[src/rtl/irq_pkg.sv]
// Package: shared widths and field positions for the event interrupt collector.
// Assumes an 8-bit register byte with the summary flag in the top bit.
package irq_pkg;
    localparam int unsigned DATA_W  = 8;
    localparam int unsigned NUM_SRC = 5;
    localparam int unsigned MASK_W  = DATA_W - 1;
    localparam int unsigned SUM_BIT = DATA_W - 1;
    localparam int unsigned PAD_W   = DATA_W - 1 - NUM_SRC;

    // Event source bit positions (fixed by software-visible layout)
    localparam int unsigned SRC_TMR_A = 0;
    localparam int unsigned SRC_TMR_B = 1;
    localparam int unsigned SRC_ALARM = 2;
    localparam int unsigned SRC_SERIAL = 3;
    localparam int unsigned SRC_FLAGPIN = 4;
endpackage

[src/rtl/irq_mask_reg.sv]
// Module: enable mask updated by set/clear encoded writes.
// A write whose top bit is 1 ORs the low bits into the mask; a write whose
// top bit is 0 removes the mask bits named by ones. Also tells the summary
// logic that a set-type write happened and what the mask will become.
module irq_mask_reg #(
    parameter int unsigned DATA_W  = 8,
    parameter int unsigned NUM_SRC = 5,
    localparam int unsigned MASK_W = DATA_W - 1
) (
    input  logic                clk,
    input  logic                rst_n,
    input  logic                wr_en,
    input  logic [DATA_W-1:0]   wr_data,
    output logic [NUM_SRC-1:0]  en_next,
    output logic                set_wr
);
    logic [MASK_W-1:0] mask_q;
    logic [MASK_W-1:0] mask_d;

    // Decode the write into the next mask value
    always_comb begin
        mask_d = mask_q;
        if (wr_en) begin
            if (wr_data[DATA_W-1])
                mask_d = mask_q | wr_data[MASK_W-1:0];
            else
                mask_d = mask_q & ~wr_data[MASK_W-1:0];
        end
    end

    // Hold the mask between writes
    always_ff @(posedge clk) begin
        if (!rst_n)
            mask_q <= '0;
        else
            mask_q <= mask_d;
    end

    assign en_next = mask_d[NUM_SRC-1:0];
    assign set_wr  = wr_en & wr_data[DATA_W-1];

    // every bit named by a set write is enabled afterwards
    p_set_ors_r4: assert property (@(posedge clk) disable iff (!rst_n)
        (wr_en && wr_data[DATA_W-1]) |=>
        ((mask_q & $past(wr_data[MASK_W-1:0])) == $past(wr_data[MASK_W-1:0])));

    // a set write never removes a bit
    p_set_keeps_r4: assert property (@(posedge clk) disable iff (!rst_n)
        (wr_en && wr_data[DATA_W-1]) |=> ((mask_q & $past(mask_q)) == $past(mask_q)));

    // every bit named by a clear write is disabled afterwards
    p_clear_r5: assert property (@(posedge clk) disable iff (!rst_n)
        (wr_en && !wr_data[DATA_W-1]) |=> ((mask_q & $past(wr_data[MASK_W-1:0])) == '0));

    // without a write the mask holds
    p_mask_hold_r5: assert property (@(posedge clk) disable iff (!rst_n)
        !wr_en |=> $stable(mask_q));
endmodule

[src/rtl/irq_flag_latch.sv]
// Module: sticky event flags with read-to-clear.
// Events set flags whatever the enable state. A read clears the flags, but an
// event that lands in the read cycle survives into the following value.
module irq_flag_latch #(
    parameter int unsigned NUM_SRC = 5
) (
    input  logic               clk,
    input  logic               rst_n,
    input  logic               rd_en,
    input  logic [NUM_SRC-1:0] evt,
    output logic [NUM_SRC-1:0] flags_q,
    output logic [NUM_SRC-1:0] flags_base
);
    // Flags that survive this cycle before new events are merged
    assign flags_base = rd_en ? '0 : flags_q;

    // Merge incoming events into the surviving flags
    always_ff @(posedge clk) begin
        if (!rst_n)
            flags_q <= '0;
        else
            flags_q <= flags_base | evt;
    end

    // an event is always recorded
    p_event_latched_r2: assert property (@(posedge clk) disable iff (!rst_n)
        (|evt) |=> ((flags_q & $past(evt)) == $past(evt)));

    // a read with no event leaves the flags empty
    p_read_clears_r7: assert property (@(posedge clk) disable iff (!rst_n)
        (rd_en && !(|evt)) |=> (flags_q == '0));

    // an event in a read cycle is the only thing left
    p_read_keeps_evt_r8: assert property (@(posedge clk) disable iff (!rst_n)
        rd_en |=> (flags_q == $past(evt)));
endmodule

[src/rtl/irq_summary.sv]
// Module: summary bit generator.
// The summary is set by an enabled event or by a set write that meets a
// pending flag; it is cleared only by a read. Mask clears do not touch it.
module irq_summary #(
    parameter int unsigned NUM_SRC = 5
) (
    input  logic               clk,
    input  logic               rst_n,
    input  logic               rd_en,
    input  logic               set_wr,
    input  logic [NUM_SRC-1:0] evt,
    input  logic [NUM_SRC-1:0] flags_base,
    input  logic [NUM_SRC-1:0] en_next,
    output logic               sum_q
);
    logic hit_evt;
    logic hit_late;
    logic sum_base;

    // Detect new causes for the summary bit
    always_comb begin
        hit_evt  = |(evt & en_next);
        hit_late = set_wr & (|(flags_base & en_next));
        sum_base = rd_en ? 1'b0 : sum_q;
    end

    // Hold the summary until a read
    always_ff @(posedge clk) begin
        if (!rst_n)
            sum_q <= 1'b0;
        else
            sum_q <= sum_base | hit_evt | hit_late;
    end

    // an enabled event sets the summary
    p_enabled_evt_r3: assert property (@(posedge clk) disable iff (!rst_n)
        (|(evt & en_next)) |=> sum_q);

    // enabling a pending source fires immediately
    p_late_enable_r6: assert property (@(posedge clk) disable iff (!rst_n)
        (set_wr && (|(flags_base & en_next))) |=> sum_q);

    // only a read can withdraw the summary
    p_sum_sticky_r10: assert property (@(posedge clk) disable iff (!rst_n)
        (sum_q && !rd_en) |=> sum_q);

    // a read with no new cause clears the summary
    p_read_drops_r7: assert property (@(posedge clk) disable iff (!rst_n)
        (rd_en && !(|(evt & en_next)) && !set_wr) |=> !sum_q);
endmodule

[src/rtl/irq_event_ctl.sv]
// Module: top of the maskable event interrupt collector.
// Presents one byte-wide register: reads return summary and flags and clear
// them, writes update the enable mask. irq_n is low while the summary is set.
// Assumes event inputs are single-cycle pulses synchronous to clk.
module irq_event_ctl
    import irq_pkg::*;
(
    input  logic               clk,
    input  logic               rst_n,
    input  logic               rd_en,
    input  logic               wr_en,
    input  logic [DATA_W-1:0]  wr_data,
    input  logic [NUM_SRC-1:0] evt,
    output logic [DATA_W-1:0]  rd_data,
    output logic               irq_n
);
    logic [NUM_SRC-1:0] flags_q;
    logic [NUM_SRC-1:0] flags_base;
    logic [NUM_SRC-1:0] en_next;
    logic               set_wr;
    logic               sum_q;

    irq_mask_reg #(.DATA_W(DATA_W), .NUM_SRC(NUM_SRC)) u_mask (
        .clk     (clk),
        .rst_n   (rst_n),
        .wr_en   (wr_en),
        .wr_data (wr_data),
        .en_next (en_next),
        .set_wr  (set_wr)
    );

    irq_flag_latch #(.NUM_SRC(NUM_SRC)) u_flags (
        .clk        (clk),
        .rst_n      (rst_n),
        .rd_en      (rd_en),
        .evt        (evt),
        .flags_q    (flags_q),
        .flags_base (flags_base)
    );

    irq_summary #(.NUM_SRC(NUM_SRC)) u_sum (
        .clk        (clk),
        .rst_n      (rst_n),
        .rd_en      (rd_en),
        .set_wr     (set_wr),
        .evt        (evt),
        .flags_base (flags_base),
        .en_next    (en_next),
        .sum_q      (sum_q)
    );

    // Assemble the register view; reserved bits are tied low
    assign rd_data = {sum_q, {PAD_W{1'b0}}, flags_q};
    assign irq_n   = ~sum_q;

    // out of reset nothing is pending
    p_reset_clear_r1: assert property (@(posedge clk)
        !rst_n |=> (rd_data == '0 && irq_n));

    // irq_n falls only when a flag is present
    p_irq_has_cause_r3: assert property (@(posedge clk) disable iff (!rst_n)
        $fell(irq_n) |-> (rd_data[NUM_SRC-1:0] != '0));
endmodule

[config.mk]
export PLATFORM = sky130hd
export DESIGN_NAME = irq_event_ctl
export DESIGN_NICKNAME = d
export VERILOG_FILES = /design/src/rtl/irq_pkg.sv /design/src/rtl/irq_mask_reg.sv /design/src/rtl/irq_flag_latch.sv /design/src/rtl/irq_summary.sv /design/src/rtl/irq_event_ctl.sv
export SDC_FILE = /design/constraint.sdc
export NUM_CORES = 1
export LEC_CHECK = 0
export ABC_AREA = 1
export BUFFER_PORTS_ARGS = -buffer_cell sky130_fd_sc_hd__buf_4
export CAP_MARGIN = 20
export CORE_AREA = 2 2 39 41
export DETAILED_ROUTE_END_ITERATION = 8
export DIE_AREA = 0 0 41 43
export GPL_ROUTABILITY_DRIVEN = 0
export PLACE_DENSITY = 0.68
export SLEW_MARGIN = 40
export SYNTH_ARGS = -nofsm -noshare
export SYNTH_HDL_FRONTEND = slang
export SYNTH_SLANG_ARGS = --single-unit
export TNS_END_PERCENT = 100
[constraint.sdc]
create_clock -name clk -period 2.36 [get_ports clk]
set_input_delay 0 -clock clk [delete_from_list [all_inputs] [get_ports clk]]
set_output_delay 0 -clock clk [all_outputs]
set_load 0.02 [all_outputs]
==> impl_metrics.tcl <==
set metrics [dict create \
    crit_required_ps 2520 \
    core_sq_um 1384 \
    tns_ps 0 \
    grt_antenna_before_repair 0 \
    outcome "completed" \
    synth-simple-area-share_pct 36.18 \
    leakagePower_nw 0.4095 \
    timing.fmax_mhz 1083 \
    final_common_cell "nand2_1" \
    avgSynthCellArea_sq_um 6.388 \
    grt_max_degree 12 \
    synthAdderAreaFrac_pct 0 \
    synth_top_family_by_area "simple AND/OR/NAND/NOR gates" \
    cp_max_fo 2 \
    clock_skew_ps 1.356 \
    finalSetupViolations 0 \
    synth_compound_area_share_pct 9.447 \
    cts.clk_slew.worst_paths_ps 70 \
    synth_warnings 0 \
    h-tree-depth 1 \
    drt-pass1-iter-count 4 \
    die_y_um 43 \
    io_buffers 21 \
    final_cell_mix "nand2_1, buf_4, nor2_1" \
    ant_nets 0 \
    syn_to_final_growth_pct 40.78 \
    cts_tree "done" \
    hold_path.class "in2reg" \
    wirelength_mm 1.137 \
    netlist_instances 85 \
    grt_remaining_overflow 0 \
    netlist_area_sq_um 543.0 \
    placed_area_sq_um 686.9 \
    powerDensity_nw_per_um2 568.2 \
    initial_utilization_pct 39.24 \
    clk_latency_ps 280 \
    synth.area.mux_share_pct 0 \
    crit_arrival_ps 1080 \
    synth-xor-area-share_pct 0 \
    finalCritPeriodShare_pct 39.12 \
    maxCapViolCount 0 \
    path_class "reg2reg" \
    reg2reg_depth 6 \
    grt_pass1_vias 487 \
    drv_slew 0 \
    dr.first_iter.drc_count 6 \
    die_area_sq_um 1763 \
    cts_num_sinks 11 \
    crit_path_start_kind "flop" \
    vias 561 \
    grt_usage_pct 15.71 \
    fin_crit_ps 923.2 \
    root_buffer "clkbuf_4" \
    ys_types 12 \
    die_w_um 41 \
    final_nets 129 \
    drc_errors 0 \
    finish.instance_area_sq_um 764.5 \
    grt_first_pass_wirelength_mm 1.821 \
    post-cts-setup-buffers 0 \
    io_pins 26 \
    hold-path-cell-count 4 \
    ys_seq_area_share_pct 40.55 \
    hpwl_um 857.7 \
    finalHoldViolations 0 \
    clk_path_buf_depth 2 \
    drive_above_1_share_pct 23.42 \
    ys_seq_elements 11 \
    n_antenna_cell 0 \
    cts_resized 0 \
    cp-end-kind "flop" \
    irDropWorstVdd_mv 0.3787 \
    cts_buffers 3 \
    core.rowCount 14 \
    rsz0062_at_grt "false" \
    via_per_inst 4.417 \
    nFillCells 152 \
    wl_per_cell_um 8.953 \
]
[cell usage after synthesis]
master / number / share of area [%]
nand2_1: 29 / 20
nor2_1: 14 / 9.7
dfxtp_1: 11 / 41
inv_1: 9 / 6.2
a21oi_1: 7 / 6.5
nand3_1: 7 / 6.5
buf_4: 3 / 4.1
buf_6: 1 / 2.1
clkbuf_1: 1 / 0.69
conb_1: 1 / 0.69
o21ai_2: 1 / 1.6
o21bai_1: 1 / 1.4
[repair_timing]
action                     CTS  global route
hold endpoints to repair     5             0
hold buffers                 5             0
setup endpoints to repair    0             0
[registers in the layout, indices dropped and copies added, names as in the netlist]
register,cells
u_mask.mask_q,5
u_sum.sum_q,1
u_flags.flags_q,5
[layout make-up]
class	count	area, sq um	share of cell area (%)
Inverter	9	33.78	4.419
Sequential cell	11	220.2	28.81
Timing Repair Buffer	26	207.7	27.17
Tap cell	16	20.02	2.619
Clock inverter	1	5.005	0.6547
Multi-Input combinational cell	61	255.2	33.39
Clock buffer	3	22.52	2.946
[stage by stage]
step                      std cells  util, %  power (mW)  setup slack, ps  hold slack, ps
after floorplan                  86        -      0.2625             1424           117.4
after global placement          118    49.64      0.2975             1470           217.0
after detailed placement        118    49.64      0.2991             1436           226.4
after CTS                       127    55.24      0.4364             1425           19.41
after global routing            127    55.24      0.4556             1316           35.66
final                           127    55.24      0.4343             1437           19.74
[logic make-up (layout without fill, tap and decap cells)]
group,count (synthesis),in the layout
other,1,2
buffers and inverters,14,39
DFF,11,11
AOI/OAI and AO/OA,9,9
and+or+nand+nor,50,50
[report_power, final]
part | total [mW] | internal [mW] | switching [mW]
clock network | 0.134 | 0.0629 | 0.0710
logic | 0.0985 | 0.0465 | 0.0520
registers | 0.202 | 0.197 | 0.00486
total | 0.434 | 0.306 | 0.128
[critical path: stages (launching register included)]
cell	delay, ps
dfxtp_1	300
nand2_1	70
nand2_1	80
nand2_1	60
nand3_1	70
o21bai_1	130
a21oi_1	80
[layer usage]
metal / track usage, % / vias to the layer above / share of wire, %
met5: 0 / - / 0
met4: 12.00 / 0 / 3.3
met3: 3.141 / 5 / 5.6
met2: 24.69 / 14 / 48
met1: 17.21 / 234 / 43
li1: - / 308 / -
[path summary, 6_finish.rpt]
kind / end / slack, ps / from
max: u_sum.sum_q / 1440 / u_mask.mask_q[1]
min: u_mask.mask_q[4] / 20 / wr_data[4]
max reg2reg: u_sum.sum_q / 1440 / u_mask.mask_q[1]
min reg2reg: u_mask.mask_q[0] / 480 / u_mask.mask_q[0]
No activity file was read; power rests on OpenSTA's default activity.
